[src/rtl/unpk_pkg.sv]
package unpk_pkg;
    typedef enum logic {
        ST_IDLE  = 1'b0,
        ST_SERVE = 1'b1
    } unpk_state_e;
endpackage

[src/rtl/unpk_cfg_latch.sv]
// Captures bus size and order on every edge while reset is low, then holds them.
module unpk_cfg_latch (
    input  logic clk,
    input  logic rst_n,
    input  logic byte_mode_in,
    input  logic big_endian_in,
    output logic byte_mode_q,
    output logic big_endian_q
);
    always_ff @(posedge clk) begin
        if (!rst_n) begin
            byte_mode_q  <= byte_mode_in;
            big_endian_q <= big_endian_in;
        end
    end
endmodule

[src/rtl/unpk_piece_sel.sv]
// Selects the piece of the held long word that the index points to.
module unpk_piece_sel #(
    parameter int PIECE_W   = 9,
    parameter int NUM_LANES = 4
) (
    input  logic [PIECE_W*NUM_LANES-1:0]     long_word,
    input  logic [$clog2(NUM_LANES)-1:0]     idx,
    input  logic                             byte_mode,
    input  logic                             big_endian,
    output logic [PIECE_W*NUM_LANES/2-1:0]   piece
);
    localparam int LONG_W = PIECE_W * NUM_LANES;
    localparam int WORD_W = LONG_W / 2;
    localparam int IDX_W  = $clog2(NUM_LANES);

    logic [PIECE_W-1:0] lane [NUM_LANES];
    logic [WORD_W-1:0]  half [2];

    for (genvar g = 0; g < NUM_LANES; g++) begin : g_lane
        assign lane[g] = long_word[g*PIECE_W +: PIECE_W];
    end
    for (genvar h = 0; h < 2; h++) begin : g_half
        assign half[h] = long_word[h*WORD_W +: WORD_W];
    end

    logic [IDX_W-1:0] lane_sel;
    logic             half_sel;

    always_comb begin
        lane_sel = big_endian ? (IDX_W'(NUM_LANES - 1) - idx) : idx;
        half_sel = big_endian ? ~idx[0] : idx[0];
        if (byte_mode) begin
            piece = {{(WORD_W - PIECE_W){1'b0}}, lane[lane_sel]};
        end else begin
            piece = half[half_sel];
        end
    end
endmodule

[src/rtl/unpk_fsm.sv]
// Sequencing: when to pop, which piece index is current.
module unpk_fsm
    import unpk_pkg::*;
#(
    parameter int NUM_LANES = 4
) (
    input  logic                         clk,
    input  logic                         rst_n,
    input  logic                         mem_empty,
    input  logic                         rd_en,
    input  logic                         byte_mode,
    output logic                         load,
    output logic                         serving,
    output logic [$clog2(NUM_LANES)-1:0] idx
);
    localparam int IDX_W = $clog2(NUM_LANES);

    unpk_state_e      state_q, state_d;
    logic [IDX_W-1:0] idx_d;
    logic [IDX_W-1:0] last_idx;
    logic             at_last;
    logic             take;

    // state register
    always_ff @(posedge clk) begin
        if (!rst_n) begin
            state_q <= ST_IDLE;
            idx     <= '0;
        end else begin
            state_q <= state_d;
            idx     <= idx_d;
        end
    end

    // next state and outputs
    always_comb begin
        last_idx = byte_mode ? IDX_W'(NUM_LANES - 1) : IDX_W'(1);
        at_last  = (idx == last_idx);
        take     = (state_q == ST_SERVE) && rd_en;
        load     = 1'b0;
        state_d  = state_q;
        idx_d    = idx;
        unique case (state_q)
            ST_IDLE: begin
                if (rst_n && !mem_empty) begin       // fetch
                    load    = 1'b1;
                    state_d = ST_SERVE;
                    idx_d   = '0;
                end
            end
            ST_SERVE: begin
                if (take && !at_last) begin          // advance
                    idx_d = idx + 1'b1;
                end else if (take && at_last) begin
                    idx_d = '0;
                    if (rst_n && !mem_empty) begin   // refill
                        load = 1'b1;
                    end else begin                   // drain
                        state_d = ST_IDLE;
                    end
                end
            end
            default: state_d = ST_IDLE;
        endcase
        serving = (state_q == ST_SERVE);
    end
endmodule

[src/rtl/long_unpacker.sv]
module long_unpacker #(
    parameter int PIECE_W   = 9,
    parameter int NUM_LANES = 4
) (
    input  logic                           clk,
    input  logic                           rst_n,
    input  logic                           cfg_byte_mode,
    input  logic                           cfg_big_endian,
    input  logic                           mem_empty,
    input  logic [PIECE_W*NUM_LANES-1:0]   mem_data,
    output logic                           mem_pop,
    input  logic                           rd_en,
    output logic [PIECE_W*NUM_LANES/2-1:0] rd_data,
    output logic                           rd_valid
);
    localparam int LONG_W = PIECE_W * NUM_LANES;
    localparam int WORD_W = LONG_W / 2;
    localparam int IDX_W  = $clog2(NUM_LANES);

    logic              byte_q;
    logic              big_q;
    logic              load;
    logic              serving;
    logic [IDX_W-1:0]  idx;
    logic [LONG_W-1:0] hold_q;
    logic [WORD_W-1:0] piece;

    unpk_cfg_latch u_cfg (
        .clk          (clk),
        .rst_n        (rst_n),
        .byte_mode_in (cfg_byte_mode),
        .big_endian_in(cfg_big_endian),
        .byte_mode_q  (byte_q),
        .big_endian_q (big_q)
    );

    unpk_fsm #(.NUM_LANES(NUM_LANES)) u_fsm (
        .clk      (clk),
        .rst_n    (rst_n),
        .mem_empty(mem_empty),
        .rd_en    (rd_en),
        .byte_mode(byte_q),
        .load     (load),
        .serving  (serving),
        .idx      (idx)
    );

    always_ff @(posedge clk) begin
        if (!rst_n) begin
            hold_q <= '0;
        end else if (load) begin
            hold_q <= mem_data;
        end
    end

    unpk_piece_sel #(.PIECE_W(PIECE_W), .NUM_LANES(NUM_LANES)) u_sel (
        .long_word (hold_q),
        .idx       (idx),
        .byte_mode (byte_q),
        .big_endian(big_q),
        .piece     (piece)
    );

    always_comb begin
        mem_pop  = load;
        rd_valid = serving;
        rd_data  = serving ? piece : '0;
    end
endmodule

[config.mk]
export PLATFORM = sky130hd
export DESIGN_NAME = long_unpacker
export DESIGN_NICKNAME = d
export VERILOG_FILES = /design/src/rtl/unpk_pkg.sv /design/src/rtl/unpk_cfg_latch.sv /design/src/rtl/unpk_piece_sel.sv /design/src/rtl/unpk_fsm.sv /design/src/rtl/long_unpacker.sv
export SDC_FILE = /design/constraint.sdc
export NUM_CORES = 1
export LEC_CHECK = 0
export BUFFER_PORTS_ARGS = -buffer_cell sky130_fd_sc_hd__buf_2
export CAP_MARGIN = 20
export CELL_PAD_IN_SITES_DETAIL_PLACEMENT = 1
export CELL_PAD_IN_SITES_GLOBAL_PLACEMENT = 2
export CORE_ASPECT_RATIO = 1.1
export CORE_MARGIN = 8
export CORE_UTILIZATION = 30
export CTS_CLUSTER_DIAMETER = 200
export DETAILED_ROUTE_END_ITERATION = 6
export PLACE_DENSITY_LB_ADDON = 0.2
export SETUP_SLACK_MARGIN = 0.15
export SYNTH_ARGS = -nofsm -noshare
export SYNTH_HDL_FRONTEND = slang
export SYNTH_SLANG_ARGS = --single-unit
[constraint.sdc]
create_clock -name clk -period 2.3 [get_ports clk]
set_input_delay 0.46 -clock clk [delete_from_list [all_inputs] [get_ports clk]]
set_output_delay 0.46 -clock clk [all_outputs]
set_load 0.05 [all_outputs]
==> flow_metrics.tcl <==
set metrics [dict create \
    routabilityCongestion 0.777 \
    final_cell_area_sq_um 3290 \
    grt_pass1_vias 2489 \
    finClkSkew_ns 0.00467 \
    leakage_nw 1.42 \
    dp_hpwl_um 5750 \
    worst_pin_slew_ns 0.402 \
    initial_utilization 0.303 \
    dieWidth_um 103 \
    yosysSeqAreaShare 0.339 \
    min_period_over_period 1.01 \
    yosysWarnings 0 \
    fillers 1018 \
    cts_htree_levels 2 \
    drive_above_1_share 0.320 \
    tritoncts "built" \
    wire_per_inst_um 16.5 \
    clk_path_buf_depth 2 \
    synth_cell_type_count 31 \
    fp.dieArea_sq_um 11500 \
    vdd_drop_max_mv 0.248 \
    min_path_type "in2reg" \
    syn_avg_cell_area_sq_um 8.01 \
    syn_nets 352 \
    status "finished, violations left" \
    cp.required_ns 1.84 \
    io_pins 62 \
    ctsHoldBuffers 0 \
    end_kind "output port" \
    fmax_mhz 429 \
    cp.arrival_ns 1.87 \
    relSlewSlack 0.732 \
    cts_sinks 41 \
    routed_wirelength_um 7970 \
    crit_path_start_kind "register" \
    power.density_nw_per_um2 576 \
    power_frac_comb 0.264 \
    drt_iter0_drc 63 \
    dieHeight_um 111 \
    final_nets 413 \
    worstPathCellList "buf_6, and3b_1, a21oi_4, o21ai_1, o311a_1, buf_6" \
    slowest_delay_ns 0.39 \
    cts_root_buffer "clkbuf_8" \
    timing.critical_path.mode_cell "buf_6" \
    drc_errors 0 \
    slowest_stage "edfxtp_1" \
    final_cell_mix "107 x nand2_1, 43 x mux2i_1, 42 x buf_2, 38 x dfxtp_1, 22 x buf_6" \
    viasPerCell 4.81 \
    grt_max_degree 75 \
    rows 35 \
    fin_ws_ns -0.0322 \
    drt-pass1-iter-count 4 \
    clk_pin_slew_ns 0.09 \
    critPathKind "reg2out" \
    cap_viol_max_count 0 \
    synth_area_leaders "dfxtp_1 31%, nand2_1 18%, mux2i_1 17%" \
    core_sq_um 8190 \
    total_power_w 0.00189 \
    cp_max_fo 8 \
    p_seq_frac 0.425 \
    clkLatencyLatePin_ns 0.30 \
    grt_first_pass_wirelength_um 13000 \
    final_common_cell "nand2_1" \
    antenna_found_initial 0 \
    r2r_slack_ns 0.58 \
    netlist_area_sq_um 2480 \
    finalHoldViolCount 0 \
    finalSetupViolations 3 \
    synth_top_area_frac 0.314 \
    power.share.clock 0.311 \
    ys_seq_elements 41 \
    ant_nets 0 \
    violations "negative setup slack" \
    dpl_cell_area_sq_um 2850 \
    p_int_w 0.00128 \
    grt_usage 0.144 \
    overflow 0 \
    io_buffers 61 \
    swShare 0.324 \
    numCtsBuffers 5 \
    power.switching_w 0.000613 \
    syn_inst 310 \
    yosysTopAreaCell "dfxtp_1" \
    slew_violations 0 \
    syn_to_final_growth_pct 32.4 \
    timing.final.crit_period_ns 2.33 \
    insertedDiodeCount 0 \
    vias 2322 \
    rsz0062_at_grt "true" \
]
## final timing paths
check / startpoint / endpoint / cells after the start
setup / recovery: u_cfg.big_endian_q / rd_data[6] / 6
hold / removal: cfg_byte_mode / u_cfg.byte_mode_q / 1
setup reg to reg: u_cfg.byte_mode_q / hold_q[22] / 6
hold reg to reg: hold_q[2] / hold_q[2] / 2
## logic make-up (layout without fill, tap and decap cells)
logic type	after synthesis	in the layout	synth area share
AND/OR/NAND/NOR	140	140	0.229
AO/OA/AOI/OAI	52	52	0.131
multiplexers	43	43	0.173
flip-flops	41	41	0.339
buffers and inverters	31	93	0.0992
XOR/XNOR	3	3	0.0287
## worst max-delay path: cells and delay by family (launching register included)
family                 cells  cell delay, ns
DFF                        1            0.39
and+or+nand+nor            1            0.21
buffers and inverters      2            0.32
AOI/OAI and AO/OA          3            0.66
## through the flow
step                      setup WS, ns  std cells  hold WS, ns  TNS (ns)   util
after floorplan                 0.0392        310        0.435         0      -
after global placement           0.162        472        0.444         0  0.348
after detailed placement         0.110        472        0.455         0  0.348
after CTS                      -0.0371        483        0.335    -0.150  0.395
after global routing            -0.125        483        0.324    -0.805  0.402
final                          -0.0322        483        0.339   -0.0841  0.402
## synth_stat cells
cell type	n
nand2_1	121
mux2i_1	43
dfxtp_1	39
a21oi_1	30
inv_1	8
o21ai_0	7
and2_1	6
dlygate4sd1_1	6
o311a_1	6
buf_12	4
buf_2	4
buf_4	4
nand2b_1	4
nor2_1	4
o211a_1	3
o221ai_1	3
buf_6	2
clkbuf_1	2
edfxtp_1	2
a21oi_2	1
and2_4	1
and3_2	1
and3b_1	1
buf_1	1
nand3_1	1
nor3b_1	1
o21ai_2	1
o22ai_1	1
xnor2_4	1
xor2_2	1
xor2_4	1
## area by class of cell
type	count	area, sq um	share of cell area
Tap cell	111	139	0.0422
Multi-Input combinational cell	238	1540	0.467
Timing Repair Buffer	77	626	0.190
Clock inverter	1	7.51	0.00228
Sequential cell	41	842	0.256
Clock buffer	7	108	0.0327
Inverter	8	30.0	0.00913
## state kept, by name, summed over array words and instances, names as in the netlist
signal and count:
u_cfg.big_endian_q 1, u_cfg.byte_mode_q 1, u_fsm.serving 1, hold_q 36, u_fsm.idx 2
## routing by layer
metal	GRT usage	share of wire	wire, um	vias up
li1	-	-	-	1150
met1	0.175	0.45	3570	1119
met2	0.248	0.50	3960	47
met3	0.0312	0.045	362	6
met4	0.0348	0.0097	77	0
met5	0	0	0	-
## power groups by stage
stage | Clock (W) | Sequential [W] | Combinational, W
final | 0.000588 | 0.000806 | 0.000500
after global routing | 0.000646 | 0.000813 | 0.000544
after CTS | 0.000614 | 0.000804 | 0.000493
after detailed placement | 0 | 0.000817 | 0.000427
after global placement | 0 | 0.000816 | 0.000422
after floorplan | 0 | 0.000808 | 0.000311
## repair_timing
item                                    CTS  global route
gates resized for setup                  72            16
pin swaps                                11             0
endpoints found under the setup margin   19            19
cloned                                    0             0
buffers inserted                          3             0
Note: power is estimated with default switching activity, not from simulation.
